===== src/rtl/tmr_bank_pkg.sv =====
package tmr_bank_pkg;
   // Register index inside a channel window.
   localparam logic [1:0] IDX_RELOAD = 2'd0;
   localparam logic [1:0] IDX_COUNT  = 2'd1;
   localparam logic [1:0] IDX_CTRL   = 2'd2;
   localparam logic [1:0] IDX_CAPT   = 2'd3;

   // Control word bit positions.
   localparam int CTL_SEL_W = 3;
   localparam int CTL_IE    = 5;
   localparam int CTL_FLAG  = 8;

   localparam int ADR_OUTCTL = 0;
   localparam int ADR_START  = 1;
   localparam int MAX_CH     = 3;

   function automatic int chan_base(input int k);
      return (k == 0) ? 2 : (k == 1) ? 5 : 8;
   endfunction

   function automatic int chan_nregs(input int k);
      return (k == 2) ? 4 : 3;
   endfunction
endpackage


===== src/rtl/tmr_prescale.sv =====
module tmr_prescale #(
   parameter int NSEL = 5
) (
   input  logic            clk,
   input  logic            rst_n,
   output logic [NSEL-1:0] tick
);
   localparam int PW = 2 * NSEL;

   logic [PW-1:0] pre_q;

   always_ff @(posedge clk or negedge rst_n) begin
      if (!rst_n) pre_q <= '0;
      else        pre_q <= pre_q + 1'b1;
   end

   for (genvar i = 0; i < NSEL; i++) begin : g_tick
      assign tick[i] = &pre_q[2*i+1:0];
   end
endmodule


===== src/rtl/tmr_chan.sv =====
module tmr_chan
   import tmr_bank_pkg::*;
#(
   parameter int CW      = 32,
   parameter int NSEL    = 5,
   parameter bit HAS_CAP = 1'b0
) (
   input  logic            clk,
   input  logic            rst_n,
   input  logic            run,
   input  logic [NSEL-1:0] tick,
   input  logic            acc_wr,
   input  logic [1:0]      acc_idx,
   input  logic [31:0]     wdata,
   output logic [31:0]     rdata,
   output logic            irq
);
   logic [CW-1:0]        reload_q, cnt_q;
   logic [CTL_SEL_W-1:0] sel_q;
   logic                 ie_q, flag_q;
   logic [31:0]          cap_q;
   logic                 sel_tick, step, under;
   logic                 wr_rel, wr_cnt, wr_ctl;

   always_comb begin
      sel_tick = 1'b0;
      for (int i = 0; i < NSEL; i++)
         if (int'(sel_q) == i) sel_tick = tick[i];
   end

   assign step   = run && sel_tick;
   assign under  = step && (cnt_q == '0);
   assign wr_rel = acc_wr && (acc_idx == IDX_RELOAD);
   assign wr_cnt = acc_wr && (acc_idx == IDX_COUNT);
   assign wr_ctl = acc_wr && (acc_idx == IDX_CTRL);

   always_ff @(posedge clk or negedge rst_n) begin
      if (!rst_n) begin
         reload_q <= '1;
         cnt_q    <= '1;
         sel_q    <= '0;
         ie_q     <= 1'b0;
         flag_q   <= 1'b0;
      end else begin
         if (wr_rel) reload_q <= wdata[CW-1:0];
         if (wr_cnt)     cnt_q <= wdata[CW-1:0];
         else if (under) cnt_q <= reload_q;
         else if (step)  cnt_q <= cnt_q - 1'b1;
         if (wr_ctl) begin
            sel_q <= wdata[CTL_SEL_W-1:0];
            ie_q  <= wdata[CTL_IE];
         end
         if (under)                         flag_q <= 1'b1;
         else if (wr_ctl && !wdata[CTL_FLAG]) flag_q <= 1'b0;
      end
   end

   if (HAS_CAP) begin : g_cap
      always_ff @(posedge clk or negedge rst_n) begin
         if (!rst_n)                               cap_q <= '0;
         else if (acc_wr && acc_idx == IDX_CAPT)   cap_q <= wdata;
      end
   end else begin : g_nocap
      assign cap_q = '0;
   end

   always_comb begin
      rdata = '0;
      case (acc_idx)
         IDX_RELOAD: rdata[CW-1:0] = reload_q;
         IDX_COUNT:  rdata[CW-1:0] = cnt_q;
         IDX_CTRL: begin
            rdata[CTL_SEL_W-1:0] = sel_q;
            rdata[CTL_IE]        = ie_q;
            rdata[CTL_FLAG]      = flag_q;
         end
         default:    rdata = cap_q;
      endcase
   end

   assign irq = flag_q && ie_q;

   a_r3_hold_when_stopped: assert property (@(posedge clk) disable iff (!rst_n)
      (!run && !wr_cnt) |=> $stable(cnt_q));
   a_r5_reload_on_zero: assert property (@(posedge clk) disable iff (!rst_n)
      (step && cnt_q == '0 && !wr_cnt) |=> (cnt_q == $past(reload_q) && flag_q));
   a_r6_flag_clear: assert property (@(posedge clk) disable iff (!rst_n)
      (wr_ctl && !wdata[CTL_FLAG] && !under) |=> !flag_q);
   a_r8_count_write_wins: assert property (@(posedge clk) disable iff (!rst_n)
      wr_cnt |=> cnt_q == $past(wdata[CW-1:0]));
endmodule


===== src/rtl/tmr_bank.sv =====
module tmr_bank
   import tmr_bank_pkg::*;
#(
   parameter int AW      = 6,
   parameter int CW      = 32,
   parameter int NSEL    = 5,
   parameter bit HAS_CH2 = 1'b1,
   parameter bit HAS_OCR = 1'b1
) (
   input  logic          clk,
   input  logic          rst_n,
   input  logic [AW-1:0] bus_addr,
   input  logic          bus_wr,
   input  logic [31:0]   bus_wdata,
   input  logic          bus_rd,
   output logic [31:0]   bus_rdata,
   output logic          bus_err,
   output logic          outctl,
   output logic [2:0]    irq
);
   localparam int NCH = HAS_CH2 ? 3 : 2;

   if (CW < 1 || CW > 32) begin : g_bad_cw
      $error("tmr_bank: CW must lie in 1..32");
   end
   if (NSEL < 1 || NSEL > 8) begin : g_bad_nsel
      $error("tmr_bank: NSEL must lie in 1..8");
   end
   if (AW < 4) begin : g_bad_aw
      $error("tmr_bank: AW too small for the map");
   end

   logic [NSEL-1:0] tick;
   logic [2:0]      start_q;
   logic            ocr_q;
   logic            ocr_hit, start_hit, any_hit;
   logic [MAX_CH-1:0] ch_hit;
   logic [31:0]     ch_rd [MAX_CH];
   logic [31:0]     rd_mux;
   int              adr;

   assign adr       = int'(bus_addr);
   assign ocr_hit   = HAS_OCR && (adr == ADR_OUTCTL);
   assign start_hit = (adr == ADR_START);

   tmr_prescale #(.NSEL(NSEL)) pre_i (
      .clk(clk), .rst_n(rst_n), .tick(tick)
   );

   for (genvar k = 0; k < MAX_CH; k++) begin : g_ch
      localparam int BASE = chan_base(k);
      localparam int NREG = chan_nregs(k);
      if (k < NCH) begin : g_on
         logic [1:0] idx;
         assign ch_hit[k] = (adr >= BASE) && (adr < BASE + NREG);
         assign idx       = 2'(adr - BASE);
         tmr_chan #(.CW(CW), .NSEL(NSEL), .HAS_CAP(k == 2)) chan_i (
            .clk(clk), .rst_n(rst_n), .run(start_q[k]), .tick(tick),
            .acc_wr(bus_wr && ch_hit[k]), .acc_idx(idx), .wdata(bus_wdata),
            .rdata(ch_rd[k]), .irq(irq[k])
         );
      end else begin : g_off
         assign ch_hit[k] = 1'b0;
         assign ch_rd[k]  = '0;
         assign irq[k]    = 1'b0;
      end
   end

   assign any_hit = ocr_hit || start_hit || (|ch_hit);

   always_comb begin
      rd_mux = '0;
      if (ocr_hit)   rd_mux[0]   = ocr_q;
      if (start_hit) rd_mux[2:0] = start_q;
      for (int k = 0; k < MAX_CH; k++)
         if (ch_hit[k]) rd_mux = ch_rd[k];
   end

   always_ff @(posedge clk or negedge rst_n) begin
      if (!rst_n) begin
         start_q   <= '0;
         ocr_q     <= 1'b0;
         bus_err   <= 1'b0;
         bus_rdata <= '0;
      end else begin
         if (bus_rd) bus_rdata <= rd_mux;
         if (bus_wr && start_hit)
            start_q <= {HAS_CH2 ? bus_wdata[2] : 1'b0, bus_wdata[1:0]};
         if (bus_wr && ocr_hit) ocr_q <= bus_wdata[0];
         if (((bus_rd || bus_wr) && !any_hit) ||
             (!HAS_CH2 && bus_wr && start_hit && bus_wdata[2]))
            bus_err <= 1'b1;
      end
   end

   assign outctl = ocr_q;

   a_r9_err_sticky: assert property (@(posedge clk) disable iff (!rst_n)
      bus_err |=> bus_err);
   a_r2_rdata_holds: assert property (@(posedge clk) disable iff (!rst_n)
      !bus_rd |=> $stable(bus_rdata));
   a_r9_miss_reads_zero: assert property (@(posedge clk) disable iff (!rst_n)
      (bus_rd && !any_hit) |=> (bus_rdata == '0 && bus_err));
   a_r11_outctl_follows: assert property (@(posedge clk) disable iff (!rst_n)
      (bus_wr && ocr_hit) |=> outctl == $past(bus_wdata[0]));
endmodule


===== config.mk =====
export PLATFORM = sky130hd
export DESIGN_NAME = tmr_bank
export DESIGN_NICKNAME = d
export VERILOG_FILES = /design/src/rtl/tmr_bank_pkg.sv /design/src/rtl/tmr_prescale.sv /design/src/rtl/tmr_chan.sv /design/src/rtl/tmr_bank.sv
export SDC_FILE = /design/constraint.sdc
export NUM_CORES = 1
export LEC_CHECK = 0
export ABC_AREA = 1
export ABC_CLOCK_PERIOD_IN_PS = 5400
export BUFFER_PORTS_ARGS = -buffer_cell sky130_fd_sc_hd__buf_2
export CORE_UTILIZATION = 45
export CTS_CLUSTER_DIAMETER = 30
export DETAILED_ROUTE_END_ITERATION = 12
export GPL_TIMING_DRIVEN = 0
export PLACE_DENSITY_LB_ADDON = 0.25
export SYNTH_ARGS = -nofsm -noshare
export SYNTH_HDL_FRONTEND = slang
export SYNTH_SLANG_ARGS = --single-unit

===== constraint.sdc =====
create_clock -name clk -period 5.4 [get_ports clk]
set_clock_uncertainty 0.2 [all_clocks]
set_input_delay 0.81 -clock clk [delete_from_list [all_inputs] [get_ports clk]]
set_output_delay 0.81 -clock clk [all_outputs]
set_load 0.005 [all_outputs]

After elaboration in Yosys (flattened, before gate mapping)
Cells that the tools add are included.
{"block": "totals", "ff_bits": 286, "latchBits": 0, "mem_bits_rw": 0, "romBits": 0, "output_inout_bits": 37, "elab_cells": 165, "memories": 0}
{"block": "classes", "n_addsub": 7, "n_mul": 0, "div_mod_pow": 0, "magnitude_cmp": 6, "eq_ne": 20, "shift": 0, "n_mux": 53, "n_bitwise": 0, "n_reduce_logical": 58}
{"operator": "2-to-1 mux 32 bit", "count": 12}
{"operator": "zero test 32 bit", "count": 4}
{"operator": "subtractor 32 x 1 -> 32 bit, second input constant", "count": 3}
{"operator": "one-hot mux 23 bit (2 select lines)", "count": 2}
{"operator": "one-hot mux 23 bit (3 select lines)", "count": 1}
{"operator": "logical AND 1 bit", "count": 31}
{"operator": "equality test 3 bit, second input constant", "count": 9}
{"operator": "one-hot mux 3 bit (3 select lines)", "count": 3}
{"operator": "2-to-1 mux 1 bit", "count": 22}
{"operator": "one-hot mux 1 bit (3 select lines)", "count": 6}
{"operator": "one-hot mux 2 bit (2 select lines)", "count": 4}
{"operator": "less-than comparator 6 x 4 -> 1 bit, second input constant", "count": 2}
{"operator": "one-hot mux 2 bit (3 select lines)", "count": 2}
{"operator": "adder 10 x 1 -> 10 bit, second input constant", "count": 1}
{"operator": "AND reduction 10 bit", "count": 1}
{"operator": "equality test 3 x 2 -> 1 bit, second input constant", "count": 3}
{"operator": "zero test 3 bit", "count": 3}
{"operator": "nonzero test 3 bit", "count": 3}
{"operator": "equality test 2 bit, second input constant", "count": 4}
{"operator": "AND reduction 8 bit", "count": 1}
{"operator": "equality test 2 x 1 -> 1 bit, second input constant", "count": 3}
{"operator": "equality test 6 x 2 -> 1 bit, second input constant", "count": 1}
{"operator": "greater-or-equal comparator 6 x 2 -> 1 bit, second input constant", "count": 1}
{"operator": "greater-or-equal comparator 6 x 3 -> 1 bit, second input constant", "count": 1}
{"operator": "13 further kinds", "count": 21}

Logic depth before layout (Yosys ltp)
{"block": "logic_depth", "ltp_word": 10, "mapped_depth": 13, "depth_no_buf": 12}

Cells and area by module
A second synthesis with hierarchy kept.
{"block": "unflattened", "hier_cells": 2705, "hier_area_um2": 18664.2}
{"mod": "tmr_chan (g_ch[0].g_on.chan_i ...)", "n_inst": 2, "cells_each": 691, "area_per_inst_um2": 4758.3, "seq_area_each_um2": 1806.7}
{"mod": "tmr_chan (g_ch[2].g_on.chan_i)", "n_inst": 1, "cells_each": 922, "area_per_inst_um2": 6334.8, "seq_area_each_um2": 2607.5}
{"mod": "tmr_bank", "n_inst": 1, "cells_each": 347, "area_per_inst_um2": 2344.7, "seq_area_each_um2": 925.9}
{"mod": "tmr_prescale", "n_inst": 1, "cells_each": 54, "area_per_inst_um2": 467.9, "seq_area_each_um2": 250.2}

Worst setup path before layout
OpenSTA, ideal clock, no wires.
{"block": "synth_timing", "kind": "in2reg", "startpoint": "in bus_addr[0]", "endpoint": "reg bus_rdata[14]", "setup_ps": 113, "t_arrival_ps": 2159, "required_time_ps": 5087, "slack_ps": 2928, "stages": 10, "cell_sequence": "ha_1 > clkbuf_1 > inv_1 > clkbuf_1 > clkbuf_1 > o221ai_1 > a21oi_1 > nand2_1 > nand2_1 > inv_1"}
{"block": "synth_via", "elab_chain_cells": 6, "word_cells_on_any_way": 25, "cone_classes": "add/sub (3); order compare (6); eq/ne (4); mux (6); reduce/logical (6)"}
{"item": "start: declaration", "line_no": "tmr_bank.sv:12", "text": "input logic [AW-1:0] bus_addr,"}
{"item": "subtractor 2 bit", "line_no": "tmr_bank.sv:56", "text": "assign idx = 2'(adr - BASE);"}
{"item": "equality test 2 x 1 -> 1 bit / zero test 2 bit (equally long branches)", "line_no": "tmr_chan.sv:69", "text": "case (acc_idx)"}
{"item": "one-hot mux 23 bit (2 select lines)", "line_no": "tmr_chan.sv:69"}
{"item": "2-to-1 mux 32 bit (2 in a row)", "line_no": "tmr_bank.sv:76", "text": "if (ch_hit[k]) rd_mux = ch_rd[k];"}
{"item": "2-to-1 mux 32 bit (*)", "line_no": "tmr_bank.sv:76"}
{"item": "end signal: assignment", "line_no": "tmr_bank.sv:86", "text": "if (bus_rd) bus_rdata <= rd_mux;"}
{"item": "end: declaration", "line_no": "tmr_bank.sv:16", "text": "output logic [31:0] bus_rdata,"}
Mark *: on every way between the ends. The rest lies on a longest branch, timed or not.
A chain may end at the register's enable or synchronous reset.

Worst setup path in the final report
{"block": "layout_timing", "startpoint": "in bus_addr[1]", "endpoint": "reg bus_rdata[11]"}
The elaborated chain is that of the path after synthesis.

==> flow_summary.json <==
{
  "run_status": "complete, no violations",
  "syn_nets": 2596,
  "max_freq_mhz": 301.8,
  "clkLatencyLatePin_ns": 0.62,
  "timing.final.max_slew_violations": 0,
  "drtAntennaViolNets": 0,
  "final.period_utilization_pct": 61.37,
  "final_util_pct": 56.44,
  "drv_cap": 0,
  "drc_errors": 0,
  "async_flop_share_pct": 100.0,
  "crit_chain": "buf_2 -> inv_1 -> ha_1 -> inv_1 -> clkbuf_1 -> clkbuf_1 -> o22ai_1 -> nand2_1 -> o211ai_1 -> nand2_1 -> nand2_1",
  "period_needed_ns": 3.314,
  "viasPerCell": 5.674,
  "final_area_sq_mm": 0.02196,
  "path_clk_slew_ns": 0.05,
  "start_util_pct": 45.91,
  "setup_violations": 0,
  "cp-end-kind": "flop",
  "cts_sinks": 286,
  "crit_path_max_fanout": 10,
  "syn_area_sq_mm": 0.01787,
  "antenna_found_initial": 3,
  "met3_usage_pct": 8.131,
  "power_leakage_nw": 10.30,
  "cp_slowest_cell": "clkbuf_1",
  "met1_usage_pct": 49.29,
  "grt_max_degree": 110,
  "die_h_um": 201.3,
  "finalNonFillerCells": 3284,
  "clk_path_buf_depth": 3,
  "cts-root-buf": "clkbuf_16",
  "hold_buffers": 0,
  "worst_ep_arrival_time_ns": 3.61,
  "wl_mm": 71.39,
  "area_growth_pct": 22.94,
  "synth_seq_cells": 286,
  "synth_edf_count": 0,
  "use_met2_pct": 51.96,
  "layout.nets": 2754,
  "slowest_delay_ns": 0.62,
  "power_density_mw_per_mm2": 552.2,
  "drive_gt1_share_pct": 18.11,
  "place_congestion": 1.069,
  "yosys_warnings": 0,
  "die_area_sq_mm": 0.04050,
  "hold_viol": 0,
  "place_inst": 3140,
  "worst-path-buf-inv": 5,
  "busiest_layer": "met2",
  "diodes": 0,
  "place_area_sq_mm": 0.01896,
  "worstMarginPinSlew_ns": 0.9302,
  "ctsResizeCount": 0,
  "syn_inst": 2543,
  "die_x_um": 201.3,
  "std_cell_rows": 72,
  "io_buffers": 77,
  "cts_tree": "yes",
  "synth_ff_type": "dfstp_2",
  "yosysUniqueCellTypes": 44,
  "drtIter0Drc": 2330,
  "cpMostUsedCell": "nand2_1",
  "dr_total_vias": 18630,
  "postCtsSetupBuffers": 0,
  "routedWlPerCell_um": 21.74,
  "grt_pass1_vias": 17950,
  "min_path_type": "in -> async",
  "grt_pass1_wl_mm": 108.3,
  "cp.required_ns": 5.70,
  "rsz0062_at_grt": "false",
  "grt_util_all_layers_pct": 35.52,
  "cpLargestDelayFamily": "buffers and inverters",
  "avgSynthCellArea_sq_um": 7.026,
  "setup_slack_ns": 2.086,
  "hpwl_mm": 53.41,
  "ioPinCount": 79,
  "start_kind": "input pin",
  "irDropWorstVdd_v": 0.0003729,
  "core_sq_mm": 0.03892,
  "place_ws_ns": 1.676,
  "h-tree-depth": 3,
  "overflow": 0,
  "relSlewSlack_pct": 37.99,
  "cts_buffers": 77,
  "dr.pass1.iters": 6,
  "critical_path_class": "in -> reg",
  "ys_seq_area_share_pct": 41.40
}
-- final cells by class --
class / count / area (sq um)
clock inverters: 47 / 854.6
multi-input cells: 1789 / 8600
well taps: 518 / 648.1
repair buffers: 79 / 450.4
flip-flops and latches: 286 / 7397
plain buffers: 123 / 571.8
inverters: 345 / 1297
clock buffers: 97 / 2145
fillers: 3727 / 16950
-- cell usage after synthesis, types with 3 or more instances --
| cell type | instances | area (sq um) |
|---|---|---|
| a21oi_1 | 29 | 145.1 |
| a221oi_1 | 3 | 26.28 |
| a22oi_1 | 17 | 127.6 |
| buf_2 | 34 | 170.2 |
| buf_4 | 12 | 90.09 |
| buf_6 | 3 | 33.78 |
| clkbuf_1 | 72 | 270.3 |
| dfrtp_1 | 94 | 2352 |
| dfstp_2 | 192 | 5045 |
| ha_1 | 11 | 137.6 |
| inv_1 | 340 | 1276 |
| inv_2 | 3 | 11.26 |
| mux2i_1 | 10 | 100.1 |
| nand2_1 | 751 | 2819 |
| nand2_2 | 3 | 18.77 |
| nand3_1 | 140 | 700.7 |
| nand3_2 | 7 | 70.07 |
| nand4_1 | 44 | 275.3 |
| nor2_1 | 280 | 1051 |
| nor2_2 | 6 | 37.54 |
| nor3_1 | 8 | 40.04 |
| o211ai_1 | 15 | 112.6 |
| o21ai_0 | 205 | 1026 |
| o21ai_1 | 15 | 75.07 |
| o221ai_1 | 22 | 192.7 |
| o22ai_1 | 109 | 681.9 |
| or2_2 | 17 | 106.4 |
| xnor2_1 | 4 | 35.03 |
| xor2_1 | 76 | 665.6 |
-- report_power, final --
group          internal, mW  leakage, nW  switching, mW  total, mW
clock                  3.78         1.44           1.51       5.29
sequential             2.97         3.22          0.517       3.49
combinational          1.10         5.64           2.25       3.35
-- cell families after synthesis --
group | count (synthesis) | synth area share [%]
compound gates | 423 | 13.80
xor+xnor | 80 | 3.922
fa+ha+maj | 11 | 0.7704
buf+inv | 468 | 10.46
flops | 286 | 41.40
mux | 10 | 0.5603
simple gates | 1265 | 29.08
-- metal layers --
| metal | up-vias | share of wire (%) |
|---|---|---|
| li1 | 8498 | - |
| met4 | 0 | 5.0 |
| met1 | 8897 | 42 |
| met2 | 1049 | 42 |
| met5 | - | 0 |
| met3 | 189 | 11 |
-- worst paths after layout --
| check | from | endpoint | slack, ns | cells after the start |
|---|---|---|---|---|
| worst max-delay path | bus_addr[1] | bus_rdata[11] | 2.09 | 11 |
| worst min-delay path | rst_n | bus_rdata[16] | 0.01 | 1 |
| worst max register to register | pre_i.pre_q[0] | g_ch[1].g_on.chan_i.cnt_q[26] | 2.45 | 11 |
| worst min register to register | pre_i.pre_q[0] | pre_i.pre_q[0] | 0.25 | 1 |
| max in group asynchronous | rst_n | bus_rdata[29] | 3.93 | 2 |
| min in group clk | pre_i.pre_q[0] | pre_i.pre_q[0] | 0.25 | 1 |
-- layout by cell type, fill, tap and decap left out, types with 10 or more instances in the layout --
| cell type | Yosys | final |
|---|---|---|
| nand2_1 | 751 | 751 |
| inv_1 | 340 | 340 |
| nor2_1 | 280 | 280 |
| o21ai_0 | 205 | 205 |
| dfstp_2 | 192 | 192 |
| nand3_1 | 140 | 140 |
| buf_2 | 34 | 110 |
| o22ai_1 | 109 | 109 |
| dfrtp_1 | 94 | 94 |
| clkbuf_1 | 72 | 80 |
| clkbuf_16 | 0 | 79 |
| xor2_1 | 76 | 76 |
| nand4_1 | 44 | 44 |
| a21oi_1 | 29 | 29 |
| o221ai_1 | 22 | 22 |
| bufinv_16 | 0 | 20 |
| a22oi_1 | 17 | 17 |
| or2_2 | 17 | 17 |
| o21ai_1 | 15 | 15 |
| o211ai_1 | 15 | 15 |
| buf_4 | 12 | 12 |
| ha_1 | 11 | 11 |
| mux2i_1 | 10 | 10 |
| clkbuf_8 | 0 | 10 |
-- flip-flops by register name (all words and copies together), names as in the netlist --
signal                     count
start_q                        3
g_ch.g_on.chan_i.cap_q        32
g_ch.g_on.chan_i.sel_q         9
g_ch.g_on.chan_i.ie_q          3
g_ch.g_on.chan_i.reload_q     96
bus_err                        1
outctl                         1
bus_rdata                     32
g_ch.g_on.chan_i.flag_q        3
pre_i.pre_q                   10
g_ch.g_on.chan_i.cnt_q        96
-- stage by stage --
step	TNS, ns	hold WS, ns	power (mW)
after floorplan	0	0.2214	5.718
after global placement	-266.36	0.2397	6.657
after detailed placement	0	0.2569	6.716
after CTS	0	0.02045	12.05
after global routing	0	0.05568	12.75
final	0	0.01306	12.13
Power figures use the tool's default switching activity.
